File: src/rtl/tk_wgate_pkg.sv
package tk_wgate_pkg;
   typedef enum logic [1:0] {
      PS_IDLE       = 2'd0,
      PS_ARM_FIRST  = 2'd1,
      PS_RUN        = 2'd2,
      PS_ARM_RESYNC = 2'd3
   } ps_state_t;

   function automatic logic ps_is_running(input ps_state_t s);
      return (s == PS_RUN) || (s == PS_ARM_RESYNC);
   endfunction

   function automatic logic ps_is_armed(input ps_state_t s);
      return (s == PS_ARM_FIRST) || (s == PS_ARM_RESYNC);
   endfunction
endpackage

File: src/rtl/tk_wen_reg.sv
module tk_wen_reg #(
   parameter int ADDR_W    = 4,
   parameter int DATA_W    = 8,
   parameter int CTRL_ADDR = 8,
   parameter int WEN_BIT   = 6
) (
   input  logic              clk,
   input  logic              rst_n,
   input  logic              wr_stb,
   input  logic [ADDR_W-1:0] wr_addr,
   input  logic [DATA_W-1:0] wr_data,
   output logic              wen
);
   localparam logic [ADDR_W-1:0] CtrlA = ADDR_W'(CTRL_ADDR);

   logic hit;
   assign hit = wr_stb && (wr_addr == CtrlA);

   always_ff @(posedge clk or negedge rst_n) begin
      if (!rst_n) begin
         wen <= 1'b0;
      end else if (hit) begin
         wen <= wr_data[WEN_BIT];
      end
   end
endmodule

File: src/rtl/tk_addr_gate.sv
module tk_addr_gate #(
   parameter int ADDR_W = 4,
   parameter int NREG   = 7
) (
   input  logic              wr_stb,
   input  logic [ADDR_W-1:0] wr_addr,
   input  logic              wen,
   output logic [NREG-1:0]   treg_we,
   output logic              accept
);
   logic pass;
   assign pass = wr_stb && wen;

   for (genvar i = 0; i < NREG; i++) begin : g_dec
      localparam logic [ADDR_W-1:0] MyA = ADDR_W'(i);
      assign treg_we[i] = pass && (wr_addr == MyA);
   end

   assign accept = |treg_we;
endmodule

File: src/rtl/tk_sec_prescaler.sv
module tk_sec_prescaler
   import tk_wgate_pkg::*;
#(
   parameter int DIV_W = 15
) (
   input  logic clk,
   input  logic rst_n,
   input  logic tick_en,
   input  logic accept,
   input  logic stop_stb,
   output logic sec_tick,
   output logic running
);
   localparam logic [DIV_W-1:0] CntMax = {DIV_W{1'b1}};

   ps_state_t        st;
   logic [DIV_W-1:0] cnt;
   logic             hold;
   logic             count_en;

   assign running  = ps_is_running(st);
   assign hold     = ps_is_armed(st) || accept;
   assign count_en = running && !hold && tick_en;

   always_ff @(posedge clk or negedge rst_n) begin
      if (!rst_n) begin
         st       <= PS_IDLE;
         cnt      <= '0;
         sec_tick <= 1'b0;
      end else begin
         sec_tick <= count_en && (cnt == CntMax);
         if (stop_stb && hold) begin
            st  <= PS_RUN;
            cnt <= '0;
         end else if (accept) begin
            case (st)
               PS_IDLE: st <= PS_ARM_FIRST;
               PS_RUN:  st <= PS_ARM_RESYNC;
               default: st <= st;
            endcase
         end else if (count_en) begin
            cnt <= cnt + 1'b1;
         end
      end
   end
endmodule

File: src/rtl/tk_wgate.sv
module tk_wgate #(
   parameter int ADDR_W    = 4,
   parameter int DATA_W    = 8,
   parameter int NREG      = 7,
   parameter int CTRL_ADDR = 8,
   parameter int WEN_BIT   = 6,
   parameter int DIV_W     = 15
) (
   input  logic              clk,
   input  logic              rst_n,
   input  logic              tick_en,
   input  logic              wr_stb,
   input  logic [ADDR_W-1:0] wr_addr,
   input  logic [DATA_W-1:0] wr_data,
   input  logic              stop_stb,
   output logic [NREG-1:0]   treg_we,
   output logic              sec_tick,
   output logic              running
);
   if (DIV_W < 2) begin : g_bad_div
      $error("tk_wgate: DIV_W must be at least 2");
   end
   if (NREG < 1 || NREG > CTRL_ADDR) begin : g_bad_nreg
      $error("tk_wgate: NREG must be in 1..CTRL_ADDR");
   end
   if (CTRL_ADDR >= (1 << ADDR_W)) begin : g_bad_ctrl
      $error("tk_wgate: CTRL_ADDR outside address space");
   end
   if (WEN_BIT >= DATA_W) begin : g_bad_bit
      $error("tk_wgate: WEN_BIT outside data width");
   end

   logic wen_q;
   logic accept;

   tk_wen_reg #(
      .ADDR_W(ADDR_W), .DATA_W(DATA_W),
      .CTRL_ADDR(CTRL_ADDR), .WEN_BIT(WEN_BIT)
   ) u_wen (
      .clk(clk), .rst_n(rst_n), .wr_stb(wr_stb),
      .wr_addr(wr_addr), .wr_data(wr_data), .wen(wen_q)
   );

   tk_addr_gate #(.ADDR_W(ADDR_W), .NREG(NREG)) u_gate (
      .wr_stb(wr_stb), .wr_addr(wr_addr), .wen(wen_q),
      .treg_we(treg_we), .accept(accept)
   );

   tk_sec_prescaler #(.DIV_W(DIV_W)) u_ps (
      .clk(clk), .rst_n(rst_n), .tick_en(tick_en),
      .accept(accept), .stop_stb(stop_stb),
      .sec_tick(sec_tick), .running(running)
   );
endmodule

File: config.mk
export PLATFORM = sky130hd
export DESIGN_NAME = tk_wgate
export DESIGN_NICKNAME = d
export VERILOG_FILES = /design/src/rtl/tk_wgate_pkg.sv /design/src/rtl/tk_wen_reg.sv /design/src/rtl/tk_addr_gate.sv /design/src/rtl/tk_sec_prescaler.sv /design/src/rtl/tk_wgate.sv
export SDC_FILE = /design/constraint.sdc
export NUM_CORES = 1
export LEC_CHECK = 0
export BUFFER_PORTS_ARGS = -buffer_cell sky130_fd_sc_hd__buf_2
export CAP_MARGIN = 20
export CORE_ASPECT_RATIO = 1.1
export CORE_MARGIN = 10
export CORE_UTILIZATION = 54
export CTS_BUF_LIST = sky130_fd_sc_hd__clkbuf_8
export DETAILED_ROUTE_END_ITERATION = 12
export PLACE_DENSITY = 0.85
export SYNTH_ARGS = -nofsm -noshare
export SYNTH_HDL_FRONTEND = slang
export SYNTH_SLANG_ARGS = --single-unit
File: constraint.sdc
create_clock -name clk -period 2 [get_ports clk]
set_input_delay 0.4 -clock clk [delete_from_list [all_inputs] [get_ports clk]]
set_output_delay 0.4 -clock clk [all_outputs]
set_load 0.1 [all_outputs]
==> results.md, run 1 <==
* Max cap viols at 0
* Tot GR Track Use at a little over an eighth
* Synth area leaders: dfrtp_1 (45%), mux2_2 (4.2%), a21oi_1 (3.8%)
* Synth top area share at 44.5%
* F_max at around 0.53 GHz
* # fillers at ~120
* CTS tree: done
* Share of cells above drive strength 1 at 30.6%
* Remaining Overflow, GRT at 0
* RSZ-0062 raised after global routing: false
* Class of the worst hold path: input port to asynchronous set/reset pin
* Post-synth EDFFs at 0
* Clock Skew at between 0.002 and 0.0025 ns
* Clock slew seen by the registers of the worst setup and hold paths at 0.07 ns
* Vias per cell at about 6.4
* Endpoints failing hold at 0
* Max stage delay on crit path at 0.34 ns
* Initial antenna violation count at 0
* Vias in the first global route at 1001
* Leak Pwr at between 0.0005 and 0.0006 uW
* 1st-pass router iterations at 4
* 1st-iter DRT viols at 61
* CTS H-Tree Depth at 1
* Syn Inst Count at 113
* Die footprint at between 4000 and 5000 sq um
* Pwr/cell area at roughly 740 nW/um^2
* Sequential share of the synthesized area at between 40 and 50%
* Final worst slack at 0.109 ns
* Worst path arrival time at approximately 1.5 ns
* CTS max path bufs at 2
* Post-synth top cells: dfrtp_1 (19), nor2_1 (9), a21oi_1 (8), nand2_1 (8)
* Slew at the pin closest to its max-slew limit at approximately 0.51 ns
* Worst Path Required at 1.60 ns
* DRC Markers at 0
* Endpoints failing setup at 0
* R2R depth at 4
* Synth Area per Inst at about 9.4 sq um
* Clock Sinks at 19
* Final ANT Viol Nets at 0
* Core ar. at 1820 sq um
* Gpl congestion at approximately 0.82
* Standard-cell rows at 16
* First-pass GRT wire length at roughly 4600 um
* Pre-CTS worst setup slack at ~0.036 ns
* Async SR Flop Fraction at 100%
* Syn_nets at ~130
* # nets final at ~150
* Die Ht at roughly 67 um
* Fin crit share at roughly 95%
* CP startpoint kind: register
* Routed WL per cell at approximately 16 um
* Initial Utilization at between 50% and 60%
* I/O pin cnt at 26
* Status: finished clean
* Top-count cell post-synth: dfrtp_1
* Yosys top cell by area: dfrtp_1
* Crit path max fanout at 9
* Max VDD drop at approximately 0.56 mV
* Largest net degree at the start of global routing at 20
* Port Buffer Count at 18
* DR vias at slightly above 1000
* Post-Route WL at about 2700 um
* Synth warn at 0
* CP cell instances: and3b_2, nand2_2, nor3_4, buf_12
* Number of buffers created by CTS at 3
* Slowest CP cell: dfrtp_1
* Post-synthesis register bit count at 19
* Ant. Diodes at 0
* Clk root buf: clkbuf_8
* Min Tclk post-route at 1.89 ns
* Hold buffer count at cts at 0
* Max-slew headroom at 65.0%
* Final hold slack at around 0.07 ns
* Worst setup EP type: primary output
* Top FF cell, synth: dfrtp_1
* Area Growth Syn to Fin at 30.9%
* Insertion delay to the later sink of the worst-skew pair at 0.25 ns
* Setup repair bufs after CTS at 0
* Mapped Area at approximately 1100 sq um
* Slew Limit Fails at 0
* Post-DP HPWL at roughly 1900 um
* Synth unique cells at 35
* Critical path type: register to primary output
* Horiz. Die Dim at 62.4 um
[final timing paths]
path	endpoint	start	slack, ns
worst min register to register	u_wen.wen$_DFFE_PN0P_	u_wen.wen$_DFFE_PN0P_	0.51
max in group asynchronous	u_ps.cnt[8]$_DFFE_PN0P_	rst_n	1.63
worst max-delay path	treg_we[4]	u_wen.wen$_DFFE_PN0P_	0.11
min in group clk	u_wen.wen$_DFFE_PN0P_	wr_data[6]	0.38
worst max register to register	u_ps.cnt[13]$_DFFE_PN0P_	u_ps.cnt[2]$_DFFE_PN0P_	0.15
worst min-delay path	u_ps.cnt[11]$_DFFE_PN0P_	rst_n	0.07
[critical path: cells and delay by family (launching register included)]
kind	cells	cell delay (ns)
DFF	1	0.34
and+or+nand+nor	3	0.69
buffers and inverters	1	0.20
[cells in the final DEF (no fill, tap or decap), types with 2 or more instances in the layout]
master    instances
nand2_1           7
xnor2_1           2
nand4_1           5
nand2b_1          2
a21o_1            3
o31ai_1           3
a211o_1           2
nor3_4            2
mux2_2            4
nor2_4            2
nor4_1            3
a211oi_1          2
clkbuf_8          3
buf_2            11
nand3_1           4
or3_1             4
o21ai_0           3
nor3_1            3
nor2_1            4
dfrtp_1          19
inv_1             4
nor2_2            3
buf_12            7
a21oi_1           8
buf_4             3
or4_1             5
[cell type report]
type / instances / area (sq um) / area share (%)
clock inverter: 1 / 3.75 / 0.269
sequential: 19 / 475 / 34.0
clock buffer: 3 / 41.3 / 2.95
timing repair buffer: 21 / 218 / 15.6
inverter: 3 / 11.3 / 0.806
tap: 27 / 33.8 / 2.42
multi-input combinational: 87 / 614 / 44.0
[registers in the layout (all words and copies together), names as in the netlist]
signal / count
u_ps.st: 2
u_ps.sec_tick: 1
u_ps.cnt: 15
u_wen.wen: 1
[repair_timing]
item | CTS | global route
setup endpoints to repair | 4 | 1
resized for setup | 1 | 1
cloned | 0 | 0
[report_power, final]
group	switching (uW)	leakage (uW)	total, uW	internal [uW]
Clock	121	0.0000269	258	136
Sequential	65.6	0.000253	500	434
Combinational	168	0.000306	270	102
[per-layer routing]
metal	track usage, %	part of all wire [%]
met1	14.9	41
met4	5.59	1.7
met5	0	0
met2	23.6	49
met3	3.18	8.2
[stage by stage]
| step | instance area [sq um] | total power [uW] | setup TNS [ns] | cells | util (%) |
|---|---|---|---|---|---|
| after floorplan | 1120 | 685 | -0.537 | 113 | - |
| after global placement | 1350 | 753 | 0 | 157 | 74.0 |
| after detailed placement | 1350 | 765 | 0 | 157 | 74.0 |
| after CTS | 1400 | 1030 | 0 | 161 | 76.6 |
| after global routing | 1400 | 1080 | 0 | 161 | 76.7 |
| final | 1400 | 1030 | 0 | 161 | 76.7 |
[kinds of logic after synthesis]
group | count (synthesis) | synth area share [%]
buffers and inverters | 7 | 2.70
XOR/XNOR | 2 | 1.64
adder cells (fa/ha/maj) | 1 | 1.17
multiplexers | 4 | 4.22
AO/OA/AOI/OAI | 29 | 19.3
flip-flops | 19 | 44.5
AND/OR/NAND/NOR | 51 | 26.4
Note: power is estimated with default switching activity, not from simulation.
==> run 2: changes to the inputs <==
- CORE_MARGIN: 10 -> unset
==> run 2 against run 1 <==
Net effect: core utilization rose by 0.34 points; worst setup slack got worse by 0.020 ns; first-iteration DRC count fell by 44%; global-route usage rose by 13 points; register-to-register slack got worse by 0.06 ns; via count fell by 2.0%; design area rose by 0.45%; largest cell class unchanged.
==> results.md, run 2 (synthesized netlist as in run 1, its figures left out) <==
* Top flop regs: u_ps.cnt: 15 flops, u_ps.st: 2 flops
* Sw power at 360 uW (+1.7%)
* # fillers at 115 (-1.7%)
* Slowest CP cell: or4_1
* Endpoints failing setup at 0 (unchanged)
* Pwr/cell area at 740 nW/um^2 (+0.69%)
* Worst Path Required at 2.17 ns (+0.57 ns)
* Gpl congestion at 0.865 (+5.2%)
* Clock Skew at 0.000744 ns (-0.00152 ns)
* CP cell instances: nand4_1, or3_4, or4_1, a21oi_1
* Max stage delay on crit path at 0.52 ns (+0.18 ns)
* Pre-CTS worst setup slack at 0.0228 ns (-0.0130 ns)
* Vias per cell at 6.27 (-2.0%)
* F_max at 0.523 GHz (-1.1%)
* Slew at the pin closest to its max-slew limit at 0.537 ns (+0.0262 ns)
* Remaining Overflow, GRT at 0 (unchanged)
* Clock Sinks at 19 (unchanged)
* Die Ht at 48.6 um (-27%)
* Worst path arrival time at 2.08 ns (+0.59 ns)
* Port Buffer Count at 18 (unchanged)
* Reg2Reg Capture Point: u_ps.cnt[12]$_DFFE_PN0P_
* Status: finished clean
* Worst setup EP type: register
* Delay-heaviest family, CP: simple AND/OR/NAND/NOR gates
* Switching share of total power at 34.7% (+0.19 points)
* Max FFs per register at 15 (unchanged)
* Final ANT Viol Nets at 0 (unchanged)
* Largest net degree at the start of global routing at 20 (unchanged)
* 1st-iter DRT viols at 34 (-44%)
* RSZ-0062 raised after global routing: false
* DR vias at 1010 (-2.0%)
* Initial Utilization at 58.6% (unchanged)
* TNS Setup at 0 ns (unchanged)
* Initial antenna violation count at 0 (unchanged)
* 1st-pass router iterations at 4 (unchanged)
* Largest Register: u_ps.cnt
* CTS tree: done
* Vias in the first global route at 1001 (unchanged)
* Leak Pwr at 0.000583 uW (-0.45%)
* DRC Markers at 0 (unchanged)
* Tot GR Track Use at 26.1% (+13 points)
* Flop pwr share at 48.8% (+0.2 points)
* Clk root buf: clkbuf_8
* Area Growth Syn to Fin at 31.5%
* Max VDD drop at 0.525 mV (-6.5%)
* Share of cells above drive strength 1 at 32.8% (+2.2 points)
* Fin util at 77.1% (+0.34 points)
* Commonest non-fill, non-tap cell in the layout: dfrtp_1
* CTS H-Tree Depth at 1 (unchanged)
* Fin crit share at 95.5% (+1.0 points)
* Class of the worst hold path: input port to asynchronous set/reset pin
* Standard-cell rows at 16 (unchanged)
* Number of buffers created by CTS at 3 (unchanged)
* Max-slew headroom at 63.3% (-1.8 points)
* Worst path depth at 4 (unchanged)
* Worst R2R Start: u_ps.cnt[2]$_DFFE_PN0P_
* Placed insts at 157 (unchanged)
* # nets final at 153 (unchanged)
* Non-filler instance count after layout at 161 (unchanged)
* Crit path max fanout at 7 (-2)
* Comb power frac at 25.7% (-0.6 points)
* Slew Limit Fails at 0 (unchanged)
* Routed WL per cell at 15.1 um (-8.4%)
* Final hold slack at 0.0632 ns (-0.00744 ns)
* Die footprint at 2160 sq um (-48%)
* Final worst slack at 0.0893 ns (-0.0201 ns)
* CP startpoint kind: register
* Endpoints failing hold at 0 (unchanged)
* Min Tclk post-route at 1.91 ns (+0.0201 ns)
* Crit path from: u_ps.cnt[2]$_DFFE_PN0P_
* Core ar. at 1820 sq um (unchanged)
* Post-Route WL at 2430 um (-8.4%)
* I/O pin cnt at 26 (unchanged)
* Critical path buffers and inverters at 0 (-1)
* Clock slew seen by the registers of the worst setup and hold paths at 0.07 ns (about the same)
* Most frequent cells in the layout: dfrtp_1 (17), buf_2 (11), a21oi_1 (8)
* Internal Power at 679 uW (+0.85%)
* Max cap viols at 0 (unchanged)
* Power share of the clock group at 25.5% (+0.4 points)
* Ant. Diodes at 0 (unchanged)
* Post-DP HPWL at 1720 um (-8.2%)
* R2r setup slk at 0.09 ns (-0.06 ns)
* Horiz. Die Dim at 44.4 um (-29%)
* Insertion delay to the later sink of the worst-skew pair at 0.26 ns (about the same)
* Critical Path Sink: u_ps.cnt[12]$_DFFE_PN0P_
* CTS max path bufs at 2 (unchanged)
* R2R depth at 4 (unchanged)
* First-pass GRT wire length at 4220 um (-7.7%)
* Critical path type: register to register
run 2: power groups by stage:
stage / clock, uW / sequential, uW / combinational, uW
2_1_floorplan: 0 / 488 / 198
3_3_place_gp: 0 / 499 / 251
3_5_place_dp: 0 / 505 / 261
4_1_cts: 267 / 499 / 264
5_1_grt: 281 / 514 / 289
6_report: 265 / 507 / 267
run 2: final cells by class:
class	count	area, sq um	area share (%)
Multi-Input combinational cell	87	617	43.9
Clock inverter	1	5.00	0.357
Inverter	3	11.3	0.802
Clock buffer	3	41.3	2.94
Timing Repair Buffer	21	218	15.5
Tap cell	27	33.8	2.41
Sequential cell	19	478	34.0
run 2: worst register-to-register path, cell delays in order, from the launching register on:
cell,delay (ns)
dfrtp_1,0.45
nand4_1,0.19
or3_4,0.44
or4_1,0.52
a21oi_1,0.23
run 2: stage by stage:
stage | cell area, sq um | total power [uW]
6_report | 1400 | 1040
4_1_cts | 1400 | 1030
3_5_place_dp | 1350 | 766
5_1_grt | 1400 | 1080
2_1_floorplan | 1120 | 685
3_3_place_gp | 1350 | 751
run 2: how the worst min path moves through the flow:
stage	slack (ns)	end	depth (start not counted)
detailed placement	0.36	u_ps.st[0]$_DFFE_PN0P_	1
finish	0.06	u_ps.cnt[11]$_DFFE_PN0P_	1
global route	0.10	u_ps.st[0]$_DFFE_PN0P_	1
global placement	0.35	u_ps.cnt[11]$_DFFE_PN0P_	1
CTS	0.08	u_ps.st[0]$_DFFE_PN0P_	1
floorplan	0.10	u_ps.cnt[0]$_DFFE_PN0P_	0
run 2: metal layers:
| layer | routed length [um] | vias up | part of all wire (%) | track usage [%] |
|---|---|---|---|---|
| li1 | - | 479 | - | - |
| met1 | 964 | 469 | 40 | 32.3 |
| met2 | 1220 | 51 | 50 | 44.9 |
| met3 | 153 | 11 | 6.3 | 3.36 |
| met4 | 88 | 0 | 3.6 | 10.1 |
| met5 | 0 | - | 0 | 0 |
run 2: what timing repair did:
item	in CTS	in global routing
hold buffers	0	0
setup endpoints to repair	4	1
gates resized for setup	1	3
setup buffers	0	0
